`src/rtl/spi_set_pkg.sv`:
```
package spi_set_pkg;
  parameter int FRAME_BITS = 24;
  parameter int CODE_W     = 8;
  parameter int VAL_W      = 16;
  parameter int NUM_CH     = 8;
  parameter int CH_W       = $clog2(NUM_CH);

  typedef struct packed {
    logic shiftEn;
    logic frameStart;
    logic commit;
    logic frameErr;
  } ctrlStrobes_t;
endpackage

```
`src/rtl/spi_sync.sv`:
```
module spi_sync #(
  parameter int WIDTH  = 3,
  parameter int STAGES = 2,
  parameter logic [WIDTH-1:0] RST_VAL = '0
) (
  input  logic             clk,
  input  logic             rstN,
  input  logic [WIDTH-1:0] asyncIn,
  output logic [WIDTH-1:0] syncOut
);
  logic [WIDTH-1:0] stageQ [STAGES];

  always_ff @(posedge clk) begin
    if (!rstN) stageQ[0] <= RST_VAL;
    else       stageQ[0] <= asyncIn;
  end

  for (genvar s = 1; s < STAGES; s++) begin : g_stage
    always_ff @(posedge clk) begin
      if (!rstN) stageQ[s] <= RST_VAL;
      else       stageQ[s] <= stageQ[s-1];
    end
  end

  assign syncOut = stageQ[STAGES-1];
endmodule

```
`src/rtl/spi_set_ctrl.sv`:
```
module spi_set_ctrl
  import spi_set_pkg::*;
#(
  parameter int NBITS = FRAME_BITS
) (
  input  logic         clk,
  input  logic         rstN,
  input  logic         sckS,
  input  logic         selNS,
  output ctrlStrobes_t strobes
);
  localparam int CNT_W = $clog2(NBITS + 2);
  localparam logic [CNT_W-1:0] CNT_MAX  = CNT_W'(NBITS + 1);
  localparam logic [CNT_W-1:0] CNT_GOOD = CNT_W'(NBITS);

  logic             sckPrev, selPrev;
  logic [CNT_W-1:0] bitCount;
  logic             sckRise, selFall, selRise;

  always_comb begin
    sckRise = sckS & ~sckPrev;
    selFall = ~selNS & selPrev;
    selRise = selNS & ~selPrev;
    strobes.shiftEn    = sckRise & ~selNS;
    strobes.frameStart = selFall;
    strobes.commit     = selRise & (bitCount == CNT_GOOD);
    strobes.frameErr   = selRise & (bitCount != CNT_GOOD);
  end

  always_ff @(posedge clk) begin
    if (!rstN) begin
      sckPrev  <= 1'b0;
      selPrev  <= 1'b1;
      bitCount <= '0;
    end else begin
      sckPrev <= sckS;
      selPrev <= selNS;
      if (selFall)
        bitCount <= strobes.shiftEn ? CNT_W'(1) : '0;
      else if (strobes.shiftEn && bitCount != CNT_MAX)
        bitCount <= bitCount + CNT_W'(1);
    end
  end
endmodule

```
`src/rtl/spi_set_datapath.sv`:
```
module spi_set_datapath
  import spi_set_pkg::*;
(
  input  logic                    clk,
  input  logic                    rstN,
  input  logic                    sdiS,
  input  ctrlStrobes_t            strobes,
  input  logic                    readAck,
  output logic                    frameValid,
  output logic                    frameErr,
  output logic [CODE_W-1:0]       frameCode,
  output logic [VAL_W-1:0]        frameData,
  output logic [NUM_CH-1:0]       arrivalMask,
  output logic                    setComplete,
  output logic [NUM_CH*VAL_W-1:0] setValues
);
  localparam int SR_W = CODE_W + VAL_W;

  logic [SR_W-1:0]         shiftReg;
  logic [VAL_W-1:0]        liveVal [NUM_CH];
  logic [CODE_W-1:0]       inCode;
  logic [VAL_W-1:0]        inData;
  logic [CH_W-1:0]         inCh;
  logic [NUM_CH-1:0]       newBit, maskNext;
  logic                    completeEvt;
  logic [NUM_CH*VAL_W-1:0] mergedVals;

  always_comb begin
    inCode   = shiftReg[SR_W-1 -: CODE_W];
    inData   = shiftReg[VAL_W-1:0];
    inCh     = inCode[CH_W-1:0];
    newBit   = strobes.commit ? (NUM_CH'(1) << inCh) : '0;
    maskNext = (readAck ? '0 : arrivalMask) | newBit;
    completeEvt = strobes.commit & (&maskNext) & ~setComplete;
    for (int i = 0; i < NUM_CH; i++)
      mergedVals[i*VAL_W +: VAL_W] =
        (strobes.commit && inCh == CH_W'(i)) ? inData : liveVal[i];
  end

  always_ff @(posedge clk) begin
    if (!rstN) shiftReg <= '0;
    else if (strobes.shiftEn) shiftReg <= {shiftReg[SR_W-2:0], sdiS};
  end

  always_ff @(posedge clk) begin
    if (!rstN) begin
      for (int i = 0; i < NUM_CH; i++) liveVal[i] <= '0;
    end else if (strobes.commit) begin
      liveVal[inCh] <= inData;
    end
  end

  always_ff @(posedge clk) begin
    if (!rstN) begin
      frameValid  <= 1'b0;
      frameErr    <= 1'b0;
      frameCode   <= '0;
      frameData   <= '0;
      arrivalMask <= '0;
      setComplete <= 1'b0;
      setValues   <= '0;
    end else begin
      frameValid  <= strobes.commit;
      frameErr    <= strobes.frameErr;
      if (strobes.commit) begin
        frameCode <= inCode;
        frameData <= inData;
      end
      arrivalMask <= maskNext;
      setComplete <= readAck ? 1'b0 : (setComplete | completeEvt);
      if (completeEvt) setValues <= mergedVals;
    end
  end

  p_valid_pulse_r2: assert property (@(posedge clk) disable iff (!rstN)
    frameValid |=> !frameValid);
  p_err_pulse_r4: assert property (@(posedge clk) disable iff (!rstN)
    frameErr |=> !frameErr);
  p_mask_grows_r3: assert property (@(posedge clk) disable iff (!rstN)
    !readAck |=> ((arrivalMask & $past(arrivalMask)) == $past(arrivalMask)));
  p_full_on_rise_r7: assert property (@(posedge clk) disable iff (!rstN)
    $rose(setComplete) |-> (&arrivalMask));
  p_held_frozen_r8: assert property (@(posedge clk) disable iff (!rstN)
    setComplete |=> $stable(setValues));
  p_ack_clears_r9: assert property (@(posedge clk) disable iff (!rstN)
    readAck |=> (!setComplete && $countones(arrivalMask) <= 1));
endmodule

```
`src/rtl/spi_set_collector.sv`:
```
module spi_set_collector
  import spi_set_pkg::*;
(
  input  logic                    clk,
  input  logic                    rstN,
  input  logic                    sdiAsync,
  input  logic                    selNAsync,
  input  logic                    sckAsync,
  input  logic                    readAck,
  output logic                    frameValid,
  output logic                    frameErr,
  output logic [CODE_W-1:0]       frameCode,
  output logic [VAL_W-1:0]        frameData,
  output logic [NUM_CH-1:0]       arrivalMask,
  output logic                    setComplete,
  output logic [NUM_CH*VAL_W-1:0] setValues
);
  logic [2:0]   syncIn, syncOut;
  ctrlStrobes_t strobes;

  assign syncIn = {sckAsync, selNAsync, sdiAsync};

  spi_sync #(.WIDTH(3), .STAGES(2), .RST_VAL(3'b010)) u_sync (
    .clk(clk), .rstN(rstN), .asyncIn(syncIn), .syncOut(syncOut));

  spi_set_ctrl #(.NBITS(FRAME_BITS)) u_ctrl (
    .clk(clk), .rstN(rstN), .sckS(syncOut[2]), .selNS(syncOut[1]),
    .strobes(strobes));

  spi_set_datapath u_dp (
    .clk(clk), .rstN(rstN), .sdiS(syncOut[0]), .strobes(strobes),
    .readAck(readAck), .frameValid(frameValid), .frameErr(frameErr),
    .frameCode(frameCode), .frameData(frameData),
    .arrivalMask(arrivalMask), .setComplete(setComplete),
    .setValues(setValues));
endmodule

```
`config.mk`:
```
export PLATFORM = sky130hd
export DESIGN_NAME = spi_set_collector
export DESIGN_NICKNAME = d
export VERILOG_FILES = /design/src/rtl/spi_set_pkg.sv /design/src/rtl/spi_sync.sv /design/src/rtl/spi_set_ctrl.sv /design/src/rtl/spi_set_datapath.sv /design/src/rtl/spi_set_collector.sv
export SDC_FILE = /design/constraint.sdc
export NUM_CORES = 1
export LEC_CHECK = 0
export ABC_CLOCK_PERIOD_IN_PS = 3100
export BUFFER_PORTS_ARGS = -buffer_cell sky130_fd_sc_hd__buf_2
export CORE_AREA = 4 4 181 183
export CTS_CLUSTER_DIAMETER = 150
export DETAILED_ROUTE_END_ITERATION = 7
export DIE_AREA = 0 0 185 187
export GPL_TIMING_DRIVEN = 0
export HOLD_SLACK_MARGIN = 0.03
export PLACE_DENSITY = 0.67
export SLEW_MARGIN = 0
export SYNTH_ARGS = -nofsm -noshare
export SYNTH_HDL_FRONTEND = slang
export SYNTH_HIERARCHICAL = 1
export SYNTH_SLANG_ARGS = --single-unit
```
`constraint.sdc`:
```
create_clock -name clk -period 3.1 [get_ports clk]
set_input_delay 0.62 -clock clk [delete_from_list [all_inputs] [get_ports clk]]
set_output_delay 0.62 -clock clk [all_outputs]
set_load 0.1 [all_outputs]
```
==> impl_metrics.xml, run 1 <==
<?xml version="1.0" encoding="UTF-8"?>
<metrics>
  <group name="worst_setup_path">
    <metric name="setup.reg_to_reg.worst_slack" unit="ns">0.18</metric>
    <metric name="setup.worst_path.class" unit="">reg -&gt; reg</metric>
    <metric name="worstPathRequired" unit="ns">3.24</metric>
    <metric name="crit_path_start_kind" unit="">flop</metric>
    <metric name="crit_path_max_fanout" unit="">16</metric>
    <metric name="timing.critical_path.to_type" unit="">flop</metric>
    <metric name="worstReg2RegEnd" unit="">u_dp/liveVal[1][9]$_SDFFCE_PN0P_</metric>
    <metric name="worstPathArrival" unit="ns">3.06</metric>
    <metric name="reg2reg_depth" unit="">9</metric>
    <metric name="reg2reg_from" unit="">u_ctrl/bitCount[0]$_SDFFE_PN0P_</metric>
  </group>
  <group name="timing">
    <metric name="worst_slew_margin_rel" unit="">0.298</metric>
    <metric name="worst-slew-pin-transition" unit="ns">1.05</metric>
    <metric name="timing.final.crit_period" unit="ns">2.92</metric>
    <metric name="total_count_of_hold_check_failures_in_the_final_report" unit="">0</metric>
    <metric name="final_critical_path_setup_slack" unit="ns">0.180</metric>
    <metric name="worst_clock_skew" unit="ns">0.0183</metric>
    <metric name="final_max_slew_viol_count" unit="">0</metric>
    <metric name="finalSetupViolCount" unit="">0</metric>
    <metric name="hold_slack" unit="ns">0.286</metric>
    <metric name="unrepaired_setup_endpoints_after_global_routing" unit="">no</metric>
    <metric name="min_period_over_period" unit="">0.942</metric>
    <metric name="maxClockFrequency" unit="GHz">0.342</metric>
  </group>
  <group name="pwr">
    <metric name="power_switching" unit="W">0.00181</metric>
    <metric name="peakVddDrop" unit="mV">0.295</metric>
    <metric name="share_comb_of_total_power" unit="">0.030</metric>
    <metric name="netSwitchingFraction" unit="">0.203</metric>
    <metric name="clockPowerShare" unit="">0.456</metric>
    <metric name="p_leak" unit="nW">6.11</metric>
    <metric name="sequentialPowerShare" unit="">0.514</metric>
    <metric name="power.internal" unit="W">0.00710</metric>
    <metric name="overall_power_after_layout" unit="W">0.00891</metric>
    <metric name="p_per_area" unit="nW/um^2">540</metric>
  </group>
  <group name="logic_synthesis">
    <metric name="synthesis.nets" unit="">1278</metric>
    <metric name="synthCells" unit="">1269</metric>
    <metric name="synth_area" unit="sq um">13900</metric>
    <metric name="synth.avg_cell_area" unit="sq um">11.0</metric>
    <metric name="yosys_warnings" unit="">6</metric>
  </group>
  <group name="die">
    <metric name="initial_utilization" unit="">0.445</metric>
    <metric name="floorplan.die.width" unit="um">185</metric>
    <metric name="top_level_ports" unit="">169</metric>
    <metric name="fp.dieArea" unit="sq um">34600</metric>
    <metric name="height_of_the_chip" unit="um">187</metric>
    <metric name="fp-row-count" unit="">65</metric>
    <metric name="core_area" unit="sq um">31200</metric>
  </group>
  <group name="clocking">
    <metric name="cts.root.buffer_cell" unit="">sky130_fd_sc_hd__clkbuf_16</metric>
    <metric name="insertion_delay" unit="ns">0.51</metric>
    <metric name="max-clock-path-buffers" unit="">3</metric>
    <metric name="clock_tree_from_tritoncts" unit="">done</metric>
    <metric name="htreeDepth" unit="">2</metric>
    <metric name="hold_buffers" unit="">0</metric>
    <metric name="cts_num_sinks" unit="">328</metric>
    <metric name="clock_input_transition_at_the_sequential_cells_of_the_worst_setup_and_hold_paths" unit="ns">0.06</metric>
    <metric name="tritoncts.num_buffers" unit="">35</metric>
  </group>
  <group name="placement">
    <metric name="dpl_cell_area" unit="sq um">15300</metric>
    <metric name="dp.final_hpwl" unit="um">24500</metric>
    <metric name="buffer_ports.inserted" unit="">168</metric>
    <metric name="place_ws" unit="ns">-0.384</metric>
    <metric name="gp_routability_congestion" unit="">0.815</metric>
  </group>
  <group name="drt">
    <metric name="drt_iter0_markers" unit="">550</metric>
    <metric name="drtPass1Iterations" unit="">5</metric>
    <metric name="detail_route.wl_per_cell" unit="um">18.8</metric>
    <metric name="drt_wl_total" unit="um">35900</metric>
    <metric name="dr_total_vias" unit="">9722</metric>
    <metric name="number_of_design_rule_violations_left_after_detail_routing" unit="">0</metric>
    <metric name="via_per_inst" unit="">5.10</metric>
    <metric name="drtAntennaViolNets" unit="">0</metric>
  </group>
  <group name="hold_path">
    <metric name="endpoint_of_the_worst_hold_path" unit="">u_sync/stageQ[0][1]$_SDFF_PN1_</metric>
    <metric name="timing.hold.worst_path_depth" unit="">2</metric>
    <metric name="kind_of_path_behind_the_tightest_hold_check" unit="">in -&gt; reg</metric>
    <metric name="min_from" unit="">selNAsync</metric>
  </group>
  <group name="layout">
    <metric name="post_layout_nets" unit="">1488</metric>
    <metric name="filler_cell_count" unit="">2809</metric>
    <metric name="drive_above_1_share" unit="">0.179</metric>
    <metric name="synthToLayoutAreaGrowth" unit="%">18.7</metric>
    <metric name="postLayoutCellArea" unit="sq um">16500</metric>
  </group>
  <group name="global_routing">
    <metric name="grt_max_degree" unit="">17</metric>
    <metric name="grt_antenna_before_repair" unit="">0</metric>
    <metric name="first_global_vias" unit="">9507</metric>
    <metric name="globalRoute.totalOverflow" unit="">0</metric>
    <metric name="groute.usage.overall" unit="">0.202</metric>
    <metric name="grt_pass1_wl" unit="um">54800</metric>
  </group>
  <group name="flow_run">
    <metric name="max-cap-violations" unit="">0</metric>
  </group>
  <group name="outcome">
    <metric name="outcome" unit="">complete, no violations</metric>
  </group>
</metrics>
-- flip-flops by register name, indices dropped and copies added, names as in the netlist --
register and cells:
u_dp/shiftReg 24, u_ctrl/selPrev 1, u_dp/frameValid 1, u_dp/frameErr 1
u_dp/arrivalMask 8, u_sync/stageQ 6, u_dp/frameCode 8, u_dp/setComplete 1
u_dp/setValues 128, u_dp/frameData 16, u_ctrl/bitCount 5, u_dp/liveVal 128
u_ctrl/sckPrev 1
-- metal layers --
metal / GRT usage / vias to the layer above / wire length (um)
li1: - / 4751 / -
met1: 0.288 / 4644 / 16400
met2: 0.323 / 272 / 16600
met3: 0.0338 / 55 / 2120
met4: 0.0494 / 0 / 760
met5: 0 / - / 0
-- layout make-up --
cell class / instances / area [sq um] / area share
clock buffer: 60 / 1120 / 0.0680
antenna: 1 / 2.50 / 0.000152
multi-input combinational: 836 / 5500 / 0.333
clock inverter: 2 / 7.51 / 0.000455
tap: 402 / 503 / 0.0305
buffer: 101 / 628 / 0.0380
timing repair buffer: 173 / 886 / 0.0536
inverter: 4 / 15.0 / 0.000909
sequential: 328 / 7850 / 0.475
-- layout by cell type, fill, tap and decap left out, drive strengths merged, types with 7 or more instances in the layout --
cell / instances
buf: 194
o21ai: 139
o21a: 7
nand2b: 10
mux2i: 174
nand2: 132
clkbuf: 140
nor2: 12
dfxtp: 200
edfxtp: 128
and2: 135
nor2b: 183
-- timing repair --
item                                    in CTS  in global routing
endpoints found under the setup margin      32                103
gates resized for setup                      3                 35
pin swaps                                    0                  2
setup buffers                                0                  1
-- how the worst max path moves through the flow --
stage                     cells past startpoint                          endpoint                            start
final                                         9  u_dp/liveVal[1][9]$_SDFFCE_PN0P_  u_ctrl/bitCount[0]$_SDFFE_PN0P_
after detailed placement                      5  u_dp/liveVal[7][7]$_SDFFCE_PN0P_                             rstN
after CTS                                    11  u_dp/setValues[125]$_SDFFE_PN0P_  u_ctrl/bitCount[3]$_SDFFE_PN0P_
after floorplan                               9  u_dp/liveVal[1][0]$_SDFFCE_PN0P_  u_ctrl/bitCount[0]$_SDFFE_PN0P_
after global routing                         12   u_dp/setValues[84]$_SDFFE_PN0P_  u_ctrl/bitCount[0]$_SDFFE_PN0P_
after global placement                        8  u_dp/liveVal[1][6]$_SDFFCE_PN0P_  u_ctrl/bitCount[3]$_SDFFE_PN0P_
-- through the flow --
| stage | setup TNS [ns] | cells | util |
|---|---|---|---|
| floorplan | -5.04 | 1269 | - |
| global placement | -92.92 | 1839 | 0.488 |
| detailed placement | -25.48 | 1843 | 0.490 |
| CTS | 0 | 1905 | 0.527 |
| global route | 0 | 1906 | 0.529 |
| finish | 0 | 1907 | 0.529 |
-- power by group through the flow --
stage                     Clock [W]  Sequential [W]  Combinational, W
after CTS                   0.00415         0.00458          0.000265
final                       0.00407         0.00458          0.000267
after floorplan                   0         0.00467          0.000176
after global placement            0         0.00467          0.000256
after global routing        0.00433         0.00458          0.000295
after detailed placement          0         0.00467          0.000263
-- worst max-delay path, cell delays in order, from the launching register on --
cell,delay (ns)
sky130_fd_sc_hd__dfxtp_1,0.35
sky130_fd_sc_hd__inv_1,0.11
sky130_fd_sc_hd__ha_1,0.18
sky130_fd_sc_hd__nand3_1,0.08
sky130_fd_sc_hd__nor2_1,0.13
sky130_fd_sc_hd__clkbuf_4,0.20
sky130_fd_sc_hd__buf_2,0.31
sky130_fd_sc_hd__buf_2,0.34
sky130_fd_sc_hd__nand2_1,0.28
sky130_fd_sc_hd__o21ai_4,0.56
(Power assumes the default switching activity.)
==> run 2: changes to the inputs <==
- ABC_CLOCK_PERIOD_IN_PS: 3100 -> 3550
- PLACE_DENSITY: 0.67 -> 0.65
- clock period: 3.1 -> 3.55 ns (I/O delays scaled with it)
==> impl_metrics.xml, run 2 (synthesized netlist as in run 1, its figures left out) <==
<?xml version="1.0" encoding="UTF-8"?>
<metrics>
  <group name="outcome">
    <metric name="outcome" unit="">complete, no violations</metric>
  </group>
  <group name="placement">
    <metric name="gp_routability_congestion" unit="">0.812</metric>
    <metric name="place_ws" unit="ns">-0.0799</metric>
    <metric name="dp.final_hpwl" unit="um">24700</metric>
    <metric name="buffer_ports.inserted" unit="">168</metric>
  </group>
  <group name="die">
    <metric name="initial_utilization" unit="">0.445</metric>
    <metric name="top_level_ports" unit="">169</metric>
    <metric name="fp-row-count" unit="">65</metric>
    <metric name="height_of_the_chip" unit="um">187</metric>
    <metric name="floorplan.die.width" unit="um">185</metric>
    <metric name="core_area" unit="sq um">31200</metric>
    <metric name="fp.dieArea" unit="sq um">34600</metric>
  </group>
  <group name="pwr">
    <metric name="p_leak" unit="nW">6.06</metric>
    <metric name="clockPowerShare" unit="">0.459</metric>
    <metric name="peakVddDrop" unit="mV">0.257</metric>
    <metric name="share_comb_of_total_power" unit="">0.030</metric>
    <metric name="p_per_area" unit="nW/um^2">476</metric>
    <metric name="overall_power_after_layout" unit="W">0.00783</metric>
    <metric name="power_switching" unit="W">0.00164</metric>
    <metric name="power.internal" unit="W">0.00619</metric>
    <metric name="sequentialPowerShare" unit="">0.511</metric>
    <metric name="netSwitchingFraction" unit="">0.209</metric>
  </group>
  <group name="clocking">
    <metric name="insertion_delay" unit="ns">0.51</metric>
    <metric name="max-clock-path-buffers" unit="">3</metric>
    <metric name="clock_input_transition_at_the_sequential_cells_of_the_worst_setup_and_hold_paths" unit="ns">0.05</metric>
    <metric name="clock_tree_from_tritoncts" unit="">done</metric>
    <metric name="tritoncts.num_buffers" unit="">36</metric>
    <metric name="cts_num_sinks" unit="">328</metric>
    <metric name="cts.root.buffer_cell" unit="">sky130_fd_sc_hd__clkbuf_16</metric>
    <metric name="ctsResizeCount" unit="">0</metric>
    <metric name="hold_buffers" unit="">0</metric>
    <metric name="htreeDepth" unit="">2</metric>
    <metric name="cts_post_setup_buffers_inserted" unit="">0</metric>
  </group>
  <group name="layout">
    <metric name="drive_above_1_share" unit="">0.163</metric>
    <metric name="synthToLayoutAreaGrowth" unit="%">18.2</metric>
    <metric name="antennaDiodeCount" unit="">0</metric>
    <metric name="layout_common_cells" unit="">sky130_fd_sc_hd__dfxtp_1 (200), sky130_fd_sc_hd__nor2b_1 (183), sky130_fd_sc_hd__mux2i_1 (174), sky130_fd_sc_hd__buf_2 (171), sky130_fd_sc_hd__and2_1 (135)</metric>
    <metric name="layout.cells.most_common" unit="">sky130_fd_sc_hd__dfxtp_1</metric>
    <metric name="largestRegisters" unit="">u_dp/liveVal: 128 flops, u_dp/setValues: 128 flops, u_dp/shiftReg: 24 flops</metric>
    <metric name="post_layout_nets" unit="">1489</metric>
  </group>
  <group name="worst_setup_path">
    <metric name="worstPathArrival" unit="ns">3.64</metric>
    <metric name="worstReg2RegEnd" unit="">u_dp/liveVal[5][14]$_SDFFCE_PN0P_</metric>
    <metric name="setup.worst_path.class" unit="">reg -&gt; reg</metric>
    <metric name="worstPathRequired" unit="ns">3.76</metric>
    <metric name="timing.critical_path.to_type" unit="">flop</metric>
    <metric name="timing_startpoint_of_the_critical_path" unit="">u_ctrl/bitCount[3]$_SDFFE_PN0P_</metric>
    <metric name="setup.reg_to_reg.worst_slack" unit="ns">0.12</metric>
    <metric name="crit_path_start_kind" unit="">flop</metric>
    <metric name="crit_path_max_fanout" unit="">11</metric>
    <metric name="reg2reg_from" unit="">u_ctrl/bitCount[3]$_SDFFE_PN0P_</metric>
    <metric name="reg2reg_depth" unit="">9</metric>
  </group>
  <group name="timing">
    <metric name="final_critical_path_setup_slack" unit="ns">0.118</metric>
    <metric name="finalSetupViolCount" unit="">0</metric>
    <metric name="total_count_of_hold_check_failures_in_the_final_report" unit="">0</metric>
    <metric name="unrepaired_setup_endpoints_after_global_routing" unit="">yes</metric>
    <metric name="min_period_over_period" unit="">0.967</metric>
    <metric name="timing.final.crit_period" unit="ns">3.43</metric>
    <metric name="worst-slew-pin-transition" unit="ns">1.04</metric>
    <metric name="hold_slack" unit="ns">0.376</metric>
    <metric name="worst_clock_skew" unit="ns">0.0186</metric>
    <metric name="worst_slew_margin_rel" unit="">0.307</metric>
    <metric name="final_max_slew_viol_count" unit="">0</metric>
    <metric name="maxClockFrequency" unit="GHz">0.291</metric>
  </group>
  <group name="drt">
    <metric name="drt_wl_total" unit="um">36500</metric>
    <metric name="detail_route.wl_per_cell" unit="um">19.1</metric>
    <metric name="drtAntennaViolNets" unit="">0</metric>
    <metric name="number_of_design_rule_violations_left_after_detail_routing" unit="">0</metric>
    <metric name="dr_total_vias" unit="">9820</metric>
    <metric name="via_per_inst" unit="">5.14</metric>
    <metric name="drtPass1Iterations" unit="">5</metric>
    <metric name="drt_iter0_markers" unit="">678</metric>
  </group>
  <group name="global_routing">
    <metric name="grt_antenna_before_repair" unit="">1</metric>
    <metric name="groute.usage.overall" unit="">0.205</metric>
    <metric name="first_global_vias" unit="">9679</metric>
    <metric name="grt_pass1_wl" unit="um">55600</metric>
    <metric name="globalRoute.totalOverflow" unit="">0</metric>
    <metric name="grt_max_degree" unit="">17</metric>
  </group>
  <group name="hold_path">
    <metric name="kind_of_path_behind_the_tightest_hold_check" unit="">in -&gt; reg</metric>
    <metric name="timing.hold.worst_path_depth" unit="">2</metric>
    <metric name="min_from" unit="">selNAsync</metric>
    <metric name="endpoint_of_the_worst_hold_path" unit="">u_sync/stageQ[0][1]$_SDFF_PN1_</metric>
  </group>
  <group name="flow_run">
    <metric name="max-cap-violations" unit="">0</metric>
  </group>
</metrics>
run 2: cell count changes in the layout (fill, tap and decap cells not counted), sizes merged:
| cell | before | now |
|---|---|---|
| inv | 4 | 6 |
| bufinv | 0 | 2 |
| clkinvlp | 0 | 1 |
| clkinv | 2 | 10 |
| clkbuf | 140 | 130 |
| diode | 1 | 0 |
| buf | 194 | 195 |
run 2: power by group through the flow:
stage | clock network, W | logic (W) | registers (W)
5_1_grt | 0.00384 | 0.000259 | 0.00400
6_report | 0.00359 | 0.000235 | 0.00400
4_1_cts | 0.00366 | 0.000235 | 0.00400
3_5_place_dp | 0 | 0.000234 | 0.00408
2_1_floorplan | 0 | 0.000154 | 0.00407
3_3_place_gp | 0 | 0.000224 | 0.00408
run 2: worst max-delay path by stage:
stage / to / slack, ns / depth (start not counted)
floorplan: u_dp/liveVal[1][0]$_SDFFCE_PN0P_ / 0.29 / 9
finish: u_dp/liveVal[5][14]$_SDFFCE_PN0P_ / 0.12 / 9
detailed placement: u_dp/liveVal[7][15]$_SDFFCE_PN0P_ / -0.08 / 5
global route: u_dp/liveVal[5][14]$_SDFFCE_PN0P_ / -0.16 / 9
global placement: u_dp/liveVal[1][9]$_SDFFCE_PN0P_ / -0.88 / 8
CTS: u_dp/liveVal[5][14]$_SDFFCE_PN0P_ / 0.16 / 9
run 2: stage by stage:
stage	cells	area (sq um)	setup TNS [ns]	util
global route	1910	16400	-4.06	0.526
finish	1910	16400	0	0.526
detailed placement	1844	15300	-1.27	0.490
floorplan	1269	13900	0	-
global placement	1839	15300	-46.49	0.488
CTS	1910	16400	0	0.526
run 2: worst max-delay path, stage by stage (launching register included):
cell and delay [ns]:
sky130_fd_sc_hd__dfxtp_1 0.39, sky130_fd_sc_hd__nor2b_1 0.25, sky130_fd_sc_hd__nand3_1 0.10, sky130_fd_sc_hd__nor2_1 0.14, sky130_fd_sc_hd__buf_2 0.21, sky130_fd_sc_hd__buf_2 0.31, sky130_fd_sc_hd__buf_1 0.52, sky130_fd_sc_hd__nand2_1 0.31
sky130_fd_sc_hd__o21ai_1 0.59, sky130_fd_sc_hd__buf_4 0.31
run 2: per-layer routing:
metal / wire length [um] / track usage / vias up
met3: 2080 / 0.0352 / 50
met1: 16600 / 0.289 / 4745
met2: 17100 / 0.333 / 286
met5: 0 / 0 / -
met4: 763 / 0.0491 / 0
li1: - / - / 4739
run 2: cell type report:
type                       instances  area, sq um
buffer                           101          611
inverter                           4         15.0
sequential                       328         7850
fill                            2871        14800
multi-input combinational        836         5440
timing repair buffer             173          886
clock inverter                    15          125
clock buffer                      51         1010
tap                              402          503
